--- src/rtl/txq_pkg.sv ---
package txq_pkg;

    localparam int unsigned WORD_W   = 32;
    localparam int unsigned LEN_W    = 11;
    localparam int unsigned BIT_USED = 31;
    localparam int unsigned BIT_WRAP = 30;
    localparam int unsigned BIT_MID  = 27;
    localparam int unsigned BIT_LAST = 15;
    localparam int unsigned BIT_TXEN = 3;
    localparam int unsigned BIT_GO   = 9;
    localparam int unsigned BIT_DONE = 5;

    localparam logic [1:0] RSEL_CTRL = 2'd0;
    localparam logic [1:0] RSEL_STAT = 2'd1;
    localparam logic [1:0] RSEL_BASE = 2'd2;

    typedef enum logic [2:0] {
        SQ_IDLE,
        SQ_GET_PTR,
        SQ_GET_STAT,
        SQ_GET_WORD,
        SQ_EMIT,
        SQ_RETIRE
    } seq_state_e;

    typedef struct packed {
        logic             used;
        logic             wrap;
        logic             last;
        logic [LEN_W-1:0] len;
    } desc_flags_t;

    function automatic desc_flags_t unpack_status(input logic [WORD_W-1:0] w);
        desc_flags_t f;
        f.used = w[BIT_USED];
        f.wrap = w[BIT_WRAP];
        f.last = w[BIT_LAST];
        f.len  = w[LEN_W-1:0];
        return f;
    endfunction

    function automatic logic [WORD_W-1:0] retire_word(input logic [WORD_W-1:0] orig,
                                                      input logic abandoned);
        logic [WORD_W-1:0] w;
        w = orig;
        w[BIT_USED] = 1'b1;
        if (abandoned) w[BIT_MID] = 1'b1;
        return w;
    endfunction

endpackage

--- src/rtl/txq_regs.sv ---
module txq_regs
    import txq_pkg::*;
#(
    parameter int unsigned AW = 32
) (
    input  logic              clk,
    input  logic              rst,
    input  logic              reg_wr,
    input  logic [1:0]        reg_addr,
    input  logic [WORD_W-1:0] reg_wdata,
    output logic [WORD_W-1:0] reg_rdata,
    input  logic              halt_pulse,
    output logic              go_pulse,
    output logic [AW-1:0]     qbase
);

    logic tx_en_q;
    logic done_q;
    logic done_clr;

    assign go_pulse = reg_wr && (reg_addr == RSEL_CTRL)
                      && reg_wdata[BIT_GO] && reg_wdata[BIT_TXEN];
    assign done_clr = reg_wr && (reg_addr == RSEL_STAT) && reg_wdata[BIT_DONE];

    always_ff @(posedge clk) begin
        if (rst) begin
            tx_en_q <= 1'b0;
            done_q  <= 1'b0;
            qbase   <= '0;
        end else begin
            if (reg_wr && reg_addr == RSEL_CTRL) tx_en_q <= reg_wdata[BIT_TXEN];
            if (reg_wr && reg_addr == RSEL_BASE) qbase <= {reg_wdata[AW-1:3], 3'b000};
            if (halt_pulse)    done_q <= 1'b1;
            else if (done_clr) done_q <= 1'b0;
        end
    end

    always_comb begin
        reg_rdata = '0;
        case (reg_addr)
            RSEL_CTRL: reg_rdata[BIT_TXEN] = tx_en_q;
            RSEL_STAT: reg_rdata[BIT_DONE] = done_q;
            RSEL_BASE: reg_rdata[AW-1:0]   = qbase;
            default:   reg_rdata = '0;
        endcase
    end

    a_r5_done_after_halt: assert property (@(posedge clk) disable iff (rst)
        halt_pulse |=> done_q);

    a_r9_done_w1c: assert property (@(posedge clk) disable iff (rst)
        (done_clr && !halt_pulse) |=> !done_q);

endmodule

--- src/rtl/txq_byte_pick.sv ---
module txq_byte_pick #(
    parameter int unsigned BYTES  = 4,
    localparam int unsigned SEL_W = $clog2(BYTES)
) (
    input  logic [8*BYTES-1:0] word,
    input  logic [SEL_W-1:0]   sel,
    output logic [7:0]         data
);

    logic [7:0] lanes [BYTES];

    for (genvar g = 0; g < BYTES; g++) begin : g_lane
        assign lanes[g] = word[8*g +: 8];
    end

    assign data = lanes[sel];

endmodule

--- src/rtl/txq_sequencer.sv ---
module txq_sequencer
    import txq_pkg::*;
#(
    parameter int unsigned AW = 32,
    localparam int unsigned BYTES = WORD_W / 8,
    localparam int unsigned SEL_W = $clog2(BYTES)
) (
    input  logic              clk,
    input  logic              rst,
    input  logic              go_pulse,
    input  logic [AW-1:0]     qbase,
    output logic              halt_pulse,
    output logic              mem_req,
    output logic              mem_we,
    output logic [AW-1:0]     mem_addr,
    output logic [WORD_W-1:0] mem_wdata,
    input  logic              mem_ack,
    input  logic [WORD_W-1:0] mem_rdata,
    output logic              out_valid,
    output logic [7:0]        out_data,
    output logic              out_last,
    input  logic              out_ready
);

    localparam logic [AW-1:0] DESC_STEP = AW'(8);
    localparam logic [AW-1:0] STAT_OFS  = AW'(4);
    localparam logic [AW-1:0] WORD_STEP = AW'(BYTES);

    seq_state_e        state;
    logic [AW-1:0]     cur_desc;
    logic [AW-1:0]     buf_ptr;
    logic [AW-1:0]     first_desc;
    logic [WORD_W-1:0] first_stat;
    desc_flags_t       flags;
    logic [LEN_W-1:0]  remain;
    logic [WORD_W-1:0] word_q;
    logic [SEL_W-1:0]  lane;
    logic              in_frame;
    logic              abandon;
    desc_flags_t       fetched;
    logic [AW-1:0]     next_desc;

    assign fetched   = unpack_status(mem_rdata);
    assign next_desc = flags.wrap ? qbase : cur_desc + DESC_STEP;

    txq_byte_pick #(.BYTES(BYTES)) u_pick (
        .word (word_q),
        .sel  (lane),
        .data (out_data)
    );

    assign out_valid = (state == SQ_EMIT);
    assign out_last  = out_valid && flags.last && (remain == LEN_W'(1));

    assign halt_pulse = mem_ack && (
        (state == SQ_GET_STAT && fetched.used && !in_frame) ||
        (state == SQ_RETIRE && abandon));

    always_comb begin
        mem_req   = 1'b0;
        mem_we    = 1'b0;
        mem_addr  = cur_desc;
        mem_wdata = '0;
        case (state)
            SQ_GET_PTR:  mem_req = 1'b1;
            SQ_GET_STAT: begin
                mem_req  = 1'b1;
                mem_addr = cur_desc + STAT_OFS;
            end
            SQ_GET_WORD: begin
                mem_req  = 1'b1;
                mem_addr = buf_ptr;
            end
            SQ_RETIRE: begin
                mem_req   = 1'b1;
                mem_we    = 1'b1;
                mem_addr  = first_desc + STAT_OFS;
                mem_wdata = retire_word(first_stat, abandon);
            end
            default: mem_req = 1'b0;
        endcase
    end

    always_ff @(posedge clk) begin
        if (rst) begin
            state      <= SQ_IDLE;
            cur_desc   <= '0;
            buf_ptr    <= '0;
            first_desc <= '0;
            first_stat <= '0;
            flags      <= '0;
            remain     <= '0;
            word_q     <= '0;
            lane       <= '0;
            in_frame   <= 1'b0;
            abandon    <= 1'b0;
        end else begin
            case (state)
                SQ_IDLE: begin
                    if (go_pulse) begin
                        cur_desc <= qbase;
                        in_frame <= 1'b0;
                        state    <= SQ_GET_PTR;
                    end
                end
                SQ_GET_PTR: begin
                    if (mem_ack) begin
                        buf_ptr <= {mem_rdata[AW-1:2], 2'b00};
                        state   <= SQ_GET_STAT;
                    end
                end
                SQ_GET_STAT: begin
                    if (mem_ack) begin
                        flags  <= fetched;
                        remain <= fetched.len;
                        lane   <= '0;
                        if (fetched.used) begin
                            abandon <= in_frame;
                            state   <= in_frame ? SQ_RETIRE : SQ_IDLE;
                        end else begin
                            abandon <= 1'b0;
                            if (!in_frame) begin
                                first_desc <= cur_desc;
                                first_stat <= mem_rdata;
                                in_frame   <= 1'b1;
                            end
                            if (fetched.len != '0) begin
                                state <= SQ_GET_WORD;
                            end else if (fetched.last) begin
                                state <= SQ_RETIRE;
                            end else begin
                                cur_desc <= fetched.wrap ? qbase : cur_desc + DESC_STEP;
                                state    <= SQ_GET_PTR;
                            end
                        end
                    end
                end
                SQ_GET_WORD: begin
                    if (mem_ack) begin
                        word_q  <= mem_rdata;
                        lane    <= '0;
                        buf_ptr <= buf_ptr + WORD_STEP;
                        state   <= SQ_EMIT;
                    end
                end
                SQ_EMIT: begin
                    if (out_ready) begin
                        remain <= remain - LEN_W'(1);
                        lane   <= lane + SEL_W'(1);
                        if (remain == LEN_W'(1)) begin
                            if (flags.last) begin
                                state <= SQ_RETIRE;
                            end else begin
                                cur_desc <= next_desc;
                                state    <= SQ_GET_PTR;
                            end
                        end else if (lane == SEL_W'(BYTES - 1)) begin
                            state <= SQ_GET_WORD;
                        end
                    end
                end
                SQ_RETIRE: begin
                    if (mem_ack) begin
                        in_frame <= 1'b0;
                        if (abandon) begin
                            state <= SQ_IDLE;
                        end else begin
                            cur_desc <= next_desc;
                            state    <= SQ_GET_PTR;
                        end
                    end
                end
                default: state <= SQ_IDLE;
            endcase
        end
    end

    a_r10_hold_stream: assert property (@(posedge clk) disable iff (rst)
        (out_valid && !out_ready) |=>
            (out_valid && $stable(out_data) && $stable(out_last)));

    a_r3_req_steady: assert property (@(posedge clk) disable iff (rst)
        (mem_req && !mem_ack) |=>
            (mem_req && $stable(mem_addr) && $stable(mem_we) && $stable(mem_wdata)));

    a_r2_idle_quiet: assert property (@(posedge clk) disable iff (rst)
        (state == SQ_IDLE && !go_pulse) |=> !mem_req);

endmodule

--- src/rtl/txq_fetch_engine.sv ---
module txq_fetch_engine
    import txq_pkg::*;
#(
    parameter int unsigned AW = 32
) (
    input  logic              clk,
    input  logic              rst,
    input  logic              reg_wr,
    input  logic [1:0]        reg_addr,
    input  logic [31:0]       reg_wdata,
    output logic [31:0]       reg_rdata,
    output logic              mem_req,
    output logic              mem_we,
    output logic [AW-1:0]     mem_addr,
    output logic [31:0]       mem_wdata,
    input  logic              mem_ack,
    input  logic [31:0]       mem_rdata,
    output logic              out_valid,
    output logic [7:0]        out_data,
    output logic              out_last,
    input  logic              out_ready
);

    logic          go_pulse;
    logic          halt_pulse;
    logic [AW-1:0] qbase;

    txq_regs #(.AW(AW)) u_regs (
        .clk        (clk),
        .rst        (rst),
        .reg_wr     (reg_wr),
        .reg_addr   (reg_addr),
        .reg_wdata  (reg_wdata),
        .reg_rdata  (reg_rdata),
        .halt_pulse (halt_pulse),
        .go_pulse   (go_pulse),
        .qbase      (qbase)
    );

    txq_sequencer #(.AW(AW)) u_seq (
        .clk        (clk),
        .rst        (rst),
        .go_pulse   (go_pulse),
        .qbase      (qbase),
        .halt_pulse (halt_pulse),
        .mem_req    (mem_req),
        .mem_we     (mem_we),
        .mem_addr   (mem_addr),
        .mem_wdata  (mem_wdata),
        .mem_ack    (mem_ack),
        .mem_rdata  (mem_rdata),
        .out_valid  (out_valid),
        .out_data   (out_data),
        .out_last   (out_last),
        .out_ready  (out_ready)
    );

endmodule

--- config.mk ---
export PLATFORM = sky130hd
export DESIGN_NAME = txq_fetch_engine
export DESIGN_NICKNAME = d
export VERILOG_FILES = /design/src/rtl/txq_pkg.sv /design/src/rtl/txq_regs.sv /design/src/rtl/txq_byte_pick.sv /design/src/rtl/txq_sequencer.sv /design/src/rtl/txq_fetch_engine.sv
export SDC_FILE = /design/constraint.sdc
export NUM_CORES = 1
export LEC_CHECK = 0
export ABC_CLOCK_PERIOD_IN_PS = 1800
export BUFFER_PORTS_ARGS = -buffer_cell sky130_fd_sc_hd__buf_2
export CAP_MARGIN = 20
export CORE_AREA = 3 3 169 171
export DETAILED_ROUTE_END_ITERATION = 7
export DIE_AREA = 0 0 172 174
export GPL_TIMING_DRIVEN = 0
export PLACE_DENSITY_LB_ADDON = 0.15
export SYNTH_ARGS = -nofsm -noshare
export SYNTH_HDL_FRONTEND = slang
export SYNTH_SLANG_ARGS = --single-unit
--- constraint.sdc ---
create_clock -name clk -period 1.8 [get_ports clk]
set_input_delay 0.09 -clock clk [delete_from_list [all_inputs] [get_ports clk]]
set_output_delay 0.09 -clock clk [all_outputs]
set_load 0.05 [all_outputs]
# Yosys cells after proc, flatten, opt, wreduce, memory -nomap -nowiden

Cells that the tools add are included.

Input port bits: 71
Word-level logic and storage cells: 139
Output and inout port bits: 108
Register bits after elaboration: 210

Bitwise logic cells: 3
Eq/ne operators: 23
Add/subtract/negate cells: 6
Multiplexer cells: 57
Order comparisons: 1
Reductions and logical operators: 34

Operators with widths:

| operator                                             | count |
|---|---|
| 2-to-1 mux 32 bit                                    | 15 |
| one-hot mux 32 bit (4 select lines)                  | 1 |
| adder 32 x 3 -> 32 bit, second input constant        | 3 |
| one-hot mux 32 bit (3 select lines)                  | 1 |
| one-hot mux 32 bit (2 select lines)                  | 1 |
| 2-to-1 mux 3 bit                                     | 13 |
| adder 32 x 4 -> 32 bit, second input constant        | 1 |
| 2-to-1 mux 26 bit                                    | 1 |
| inequality test 2 bit, second input constant         | 12 |
| 2-to-1 mux 11 bit                                    | 2 |
| one-hot mux 11 bit (2 select lines)                  | 1 |
| one-hot mux 3 bit (6 select lines)                   | 1 |
| binary-select mux 8 bit (select 2 bit)               | 1 |
| 2-to-1 mux 8 bit                                     | 2 |
| logical AND 1 bit                                    | 12 |
| 2-to-1 mux 1 bit                                     | 12 |
| equality test 11 x 1 -> 1 bit, second input constant | 1 |
| AND reduction 11 bit                                 | 1 |
| nonzero test 11 bit                                  | 1 |
| subtractor 11 x 1 -> 11 bit, second input constant   | 1 |
| AND reduction 3 bit                                  | 3 |
| nonzero test 2 bit                                   | 4 |
| AND reduction 7 bit                                  | 1 |
| equality test 3 x 2 -> 1 bit, second input constant  | 2 |
| 25 further kinds                                     | 31 |

# Depth between registers and ports, before layout

Gate-level depths: netlist of run 1.

Depth after elaboration: 7
Depth in mapped cells: 9
Depth with buffers taken out: 7

# Modules after synthesis

From an unflattened synthesis of run 1, not the netlist that was laid out.

Cell total of the unflattened synthesis: 1,703
Area total of the unflattened synthesis: 12,748.5 um^2

By module, submodules not included:

| module        | cells an instance | area each (um^2) | sequential area each (um^2) | times used |
|---|---|---|---|---|
| txq_sequencer | 1,506             | 10,618.9         | 3,543.4                     | 1 |
| txq_regs      | 187               | 1,933.1          | 620.6                       | 1 |
| txq_byte_pick | 10                | 196.4            | 0.0                         | 1 |

# Worst setup path after synthesis of run 1

No wires, ideal clock.

Path type: register -> output
Start point: register u_seq.state[2]
End point: output port mem_addr[12]
Stages on the path, launching flop included: 6
Data required time: 1,710 ps
Path slack: -1,228 ps
Path buffers: 3
Arrival time: 2,938 ps
Cells stage by stage: dfxtp_1 buf_2 and3b_1 buf_2 buf_1 o311ai_0

Word-level cells in the longest chain between the ends: 2
Elaborated cells between the ends (all ways): 4
Classes of those cells: 3 x eq/ne; 1 x mux

Ends and longest elaborated chain:

| what                                                                       | RTL line               | RTL |
|---|---|---|
| start, declared                                                            | txq_sequencer.sv:29    | `seq_state_e state;` |
| start signal, assigned                                                     | txq_sequencer.sv:119   | `state <= in_frame ? SQ_RETIRE : SQ_IDLE;` |
| equality test 3 bit / equality test 3 x 2 -> 1 bit (equally long branches) | txq_sequencer.sv:64    | `case (state)` |
| one-hot mux 32 bit (3 select lines) (*)                                    | txq_sequencer.sv:64    |  |
| end, declared                                                              | txq_fetch_engine.sv:14 | `output logic [AW-1:0] mem_addr,` |

Mark *: on every way between the ends. The rest lies on a longest branch, timed or not.

# Final worst setup path of run 1

Start point: register u_seq.state[2]
End point: output port mem_addr[30]

Same word-level chain as after synthesis.

==> results.yml, run 1 <==
power:
  leakagePower_uw: 0.00685
  ir_worst_vdd_mv: 0.553
  powerDensity_nw_per_um2: 721
global_routing:
  grt.overflow.total: 0
  antenna_found_initial: 1
  grt_pass1_wl_um: 73000
  grt_max_degree: 13
  grtUsageTotal: 0.310
  first_global_vias: 12600
cells_and_area:
  nNetsFinal: 1931
  drive_gt1_frac: 0.423
  antenna_cells: 0
  layout_commonest_cell: "nand2_1"
  nFillCells: 2000
  design_area_sq_um: 18400
  areaGrowthSynthToFinish_pct: 69.6
  final_cell_mix: "nand2_1 (301), dfxtp_1 (177), a21oi_1 (141)"
floorplan:
  core_sq_um: 27000
  dieArea_sq_um: 29900
  ios: 179
  die_height_um: 174
  start_util: 0.401
  row_count: 60
  die_x_um: 172
logic_synthesis:
  ys_ff_latch: 202
  yosys_warnings: 0
  synthArstFlopShare: 0
  syn_avg_cell_area_sq_um: 7.50
  syn_inst: 1445
  yosysSeqAreaShare: 0.373
  synth_cell_type_count: 81
  syn_area_sq_um: 10800
  synth-main-ff-cell: "dfxtp_1"
  synth_edf_count: 0
place:
  dp_slack_ns: -0.962
  place_congestion: 0.951
  io_buffers: 168
  place_area_sq_um: 12400
  dpl.hpwl_um: 30900
timing:
  fin_skew_ns: 0.0148
  rsz0062_at_grt: "yes"
  worst_slew_pin_slew_ns: 1.17
  period_needed_ns: 2.36
  slew_headroom: 0.219
  setup_viol: 206
  fin_ws_ns: -0.563
  finalCritPeriodShare: 1.31
  hold_ws_ns: 0.00763
  drv_slew: 0
  tns_ns: -45.22
  max_freq_ghz: 0.423
  final-hold-violation-count: 0
clock_network:
  cts_made_buffers: 24
  cts.sinks: 202
  cts_tree: "yes"
  root_buffer: "clkbuf_16"
  clk_pin_slew_worst_paths_ns: 0.07
  cts_buffer_depth: 3
  cts_max_level: 1
  clock_latency_ns: 0.53
worst_setup_path:
  crit_path_start_kind: "register"
  required_ns: 1.71
  end_kind: "primary output"
  critical_path.max_fanout: 7
  crit_arrival_ns: 2.27
  crit_type: "register to primary output"
route:
  postRouteWirelength_um: 50600
  post-route-drc-count: 0
  ant_nets: 0
  post_drt_wl_per_cell_um: 22.9
  drt_pass1_iterations: 6
  vias_per_cell: 6.02
  dr_total_vias: 13300
  detail_route.iter0.violations: 1504
outcome:
  failed_checks: "negative setup slack"
  outcome: "finished, violations left"
hold_path:
  worstHoldPathType: "primary input to register"
run:
  drv_cap: 0
-- critical path, stage by stage (launching register included) --
cell     delay (ns)
dfxtp_4        0.36
buf_6          0.12
and3b_2        0.30
buf_8          0.16
nor2_4         0.04
buf_12         0.13
buf_6          0.12
a221o_1        0.35
buf_6          0.17
-- per-layer routing --
metal  track usage  up-vias  routed length, um
met5             0        -                  0
met4         0.162        0               3420
met3        0.0473      228               4260
met2         0.529      852              24300
met1         0.374     6256              18600
li1              -     5961                  -
-- flip-flops by register name (all words and copies together) (netlist names) --
signal,count
u_seq.lane,2
u_seq.first_stat,31
u_seq.in_frame,1
u_regs.qbase,29
u_seq.abandon,1
u_seq.remain,11
u_seq.first_desc,29
u_regs.tx_en_q,1
u_seq.flags,2
u_seq.buf_ptr,30
u_seq.cur_desc,29
u_seq.word_q,32
u_regs.done_q,1
u_seq.state,3
-- repair_timing --
action / in CTS / in global routing
gates resized for setup: 566 / 302
hold buffers: 69 / 0
setup buffers: 82 / 57
pin swaps: 110 / 102
hold endpoints to repair: 109 / 0
setup endpoints to repair: 249 / 237
gates cloned: 19 / 10
-- through the flow --
step / utilization / cells / power, uW
3_5_place_dp: 0.459 / 1959 / 6600
2_1_floorplan: - / 1449 / 5980
3_3_place_gp: 0.459 / 1958 / 6590
4_1_cts: 0.630 / 2163 / 12900
6_report: 0.680 / 2209 / 13300
5_1_grt: 0.680 / 2209 / 13600
-- power by group --
part	leakage [uW]	switching (uW)	total (uW)	internal (uW)
combinational	0.00477	1600	2900	1300
clock	0.000432	2040	5490	3450
sequential	0.00165	238	4860	4630
-- cell type report --
type,instances,area [sq um],share of cell area
buffer,112,1060,0.0577
clock buffer,32,703,0.0383
clock inverter,10,178,0.00967
inverter,15,81.3,0.00443
multi-input combinational,1105,7820,0.426
sequential,202,4100,0.223
tap,341,427,0.0232
timing repair buffer,392,4010,0.218
-- synthesized netlist by cell type, types with 7 or more instances --
library cell | instances | area, sq um
a22oi_1 | 34 | 255
and2_1 | 65 | 407
ha_1 | 8 | 100
o31a_1 | 9 | 78.8
o32ai_1 | 13 | 114
nand4_1 | 27 | 169
o21ai_0 | 28 | 140
nand2_1 | 382 | 1430
mux4_2 | 8 | 180
clkbuf_1 | 83 | 312
dfxtp_1 | 202 | 4040
buf_4 | 8 | 60.1
nand3_1 | 35 | 175
buf_1 | 10 | 37.5
a211oi_1 | 27 | 203
inv_1 | 14 | 52.6
nor2b_1 | 8 | 50.1
and3_1 | 11 | 68.8
or4_1 | 7 | 52.6
nor3_1 | 17 | 85.1
o31ai_1 | 18 | 135
o22ai_1 | 10 | 62.6
o311ai_2 | 8 | 130
nor4_1 | 12 | 75.1
a21oi_1 | 180 | 901
nor3b_1 | 7 | 52.6
buf_2 | 21 | 105
nor2_1 | 67 | 251
a31oi_1 | 16 | 100
-- logic make-up after synthesis --
group	Yosys count	synth area share
muxes	11	0.0194
other	1	0.000346
buffers and inverters	144	0.0582
adders and majority gates	8	0.00924
and+or+nand+nor	681	0.297
AOI/OAI and AO/OA	398	0.243
DFF	202	0.373
-- worst paths after layout --
kind / startpoint / to / slack, ns / cells past startpoint
max: u_seq.state[2] / mem_addr[30] / -0.56 / 8
min: mem_rdata[0] / u_seq.remain[0] / 0.008 / 3
min reg2reg: u_seq.word_q[22] / u_seq.word_q[22] / 0.45 / 2
max reg2reg: u_seq.state[1] / u_seq.cur_desc[22] / -0.48 / 11
Power figures use the tool's default switching activity.
==> run 2: changes to the inputs <==
--- a/config.mk
+++ b/config.mk
@@ -13,6 +13,7 @@
 export DIE_AREA = 0 0 172 174
 export GPL_TIMING_DRIVEN = 0
 export PLACE_DENSITY_LB_ADDON = 0.15
+export SETUP_SLACK_MARGIN = 0.15
 export SYNTH_ARGS = -nofsm -noshare
 export SYNTH_HDL_FRONTEND = slang
 export SYNTH_SLANG_ARGS = --single-unit
==> results.yml, run 2 (synthesized netlist as in run 1, its figures left out) <==
outcome:
  outcome: "finished, violations left"
  failed_checks: "negative setup slack"
cells_and_area:
  largest_reg_flops: 32
  drive_gt1_frac: 0.410
  layout.cells.non_filler: 2193
  largest-register: "u_seq.word_q"
  areaGrowthSynthToFinish_pct: 65.5
  final_cell_mix: "nand2_1 (287), dfxtp_1 (180), a21oi_1 (136)"
  design_area_sq_um: 17900
  antenna_cells: 0
  layout_commonest_cell: "nand2_1"
  nFillCells: 2127
  reg_top3: "u_seq.word_q x32, u_seq.first_stat x31, u_seq.buf_ptr x30"
  nNetsFinal: 1913
hold_path:
  worstHoldPathType: "primary input to register"
worst_setup_path:
  end_kind: "primary output"
  crit_top_cell: "clkbuf_16"
  crit_chain: "buf_6 -> and3b_2 -> buf_12 -> clkbuf_16 -> clkbuf_16 -> a22oi_2 -> nand2_4 -> buf_8"
  crit_slowest_cell: "dfxtp_4"
  required_ns: 1.71
  crit_type: "register to primary output"
  critical_path.max_fanout: 8
  r2r_slack_ns: -0.41
  crit_path_start_kind: "register"
  slowest_delay_ns: 0.37
  crit_arrival_ns: 2.22
  critical_path.top_delay_family: "buffers and inverters"
  worst-path-buf-inv: 5
global_routing:
  grt.overflow.total: 0
  grtUsageTotal: 0.300
  grt_pass1_wl_um: 70400
  grt_max_degree: 14
  antenna_found_initial: 0
  first_global_vias: 12200
timing:
  worst_slew_pin_slew_ns: 1.14
  tns_ns: -40.15
  finalCritPeriodShare: 1.28
  drv_slew: 0
  slew_headroom: 0.241
  rsz0062_at_grt: "yes"
  max_freq_ghz: 0.433
  period_needed_ns: 2.31
  fin_ws_ns: -0.509
  setup_viol: 208
  final-hold-violation-count: 0
  fin_skew_ns: 0.00946
clock_network:
  cts_made_buffers: 24
  clock_latency_ns: 0.53
  cts_max_level: 1
  cts_tree: "yes"
  cts.sinks: 202
  clk_pin_slew_worst_paths_ns: 0.06
  cts_buffer_depth: 3
  root_buffer: "clkbuf_16"
route:
  post-route-drc-count: 0
  ant_nets: 0
  postRouteWirelength_um: 48500
  post_drt_wl_per_cell_um: 22.1
  detail_route.iter0.violations: 1240
  vias_per_cell: 5.88
  drt_pass1_iterations: 7
  dr_total_vias: 12900
place:
  dpl.hpwl_um: 30800
  dp_slack_ns: -0.680
  dp.cells: 1959
  place_congestion: 0.935
  io_buffers: 168
  place_area_sq_um: 12600
floorplan:
  dieArea_sq_um: 29900
  die_x_um: 172
  core_sq_um: 27000
  die_height_um: 174
  start_util: 0.401
  row_count: 60
  ios: 179
power:
  powerDensity_nw_per_um2: 726
  ir_worst_vdd_mv: 0.763
  leakagePower_uw: 0.00662
  total_power_uw: 13000
run:
  drv_cap: 0
[run 2: cell count changes in the layout (fill, tap and decap cells not counted), sizes merged, moves of 2 or more]
cell,before,now
buf,367,339
clkinvlp,1,5
clkinv,6,4
clkbuf,99,116
bufinv,5,3
dlygate4sd3,69,66
[run 2: final cells by class]
cell class | count | area [sq um] | share of cell area
inverters | 15 | 80.1 | 0.00446
well taps | 341 | 427 | 0.0238
clock buffers | 34 | 729 | 0.0407
flip-flops and latches | 202 | 4090 | 0.228
plain buffers | 129 | 1380 | 0.0771
multi-input cells | 1104 | 7700 | 0.429
repair buffers | 358 | 3390 | 0.189
clock inverters | 10 | 139 | 0.00774
[run 2: tightest hold or removal path, stage by stage]
cell	delay (ns)
buf_2	0.14
nand4bb_4	0.13
or2_2	0.11
a21oi_1	0.05
[run 2: path summary, 6_finish.rpt]
path / depth (start not counted) / endpoint / start
setup / recovery: 8 / mem_addr[13] / u_seq.state[2]
hold / removal: 4 / u_seq.lane[0] / out_ready
setup reg to reg: 11 / u_seq.cur_desc[9] / u_seq.state[1]
hold reg to reg: 2 / u_seq.word_q[14] / u_seq.word_q[14]
[run 2: metrics by stage]
stage	util	hold WS [ns]
after floorplan	-	0.226
after detailed placement	0.465	0.335
final	0.664	0.0306
after global placement	0.465	0.332
after global routing	0.664	0.0402
after CTS	0.619	0.00519
[run 2: timing repair]
| item | 4_1_cts | 5_1_grt |
|---|---|---|
| cloned | 19 | 3 |
| buffers inserted | 62 | 40 |
| hold buffers | 66 | 0 |
| setup endpoints to repair | 256 | 248 |
| resized for setup | 505 | 225 |
| pin swaps | 124 | 99 |
| endpoints found under the hold margin | 112 | 0 |
[run 2: where the power goes]
group / total (uW) / switching [uW] / internal, uW / leakage [uW]
registers: 4860 / 241 / 4620 / 0.00164
clock network: 5330 / 2080 / 3250 / 0.000416
logic: 2830 / 1550 / 1280 / 0.00456
total: 13000 / 3870 / 9160 / 0.00662
[run 2: routing by layer]
| metal | global-route usage | share of wire | vias to the layer above |
|---|---|---|---|
| met5 | 0 | 0 | - |
| met1 | 0.373 | 0.39 | 6131 |
| met4 | 0.164 | 0.064 | 0 |
| li1 | - | - | 5937 |
| met2 | 0.497 | 0.47 | 664 |
| met3 | 0.0439 | 0.070 | 171 |
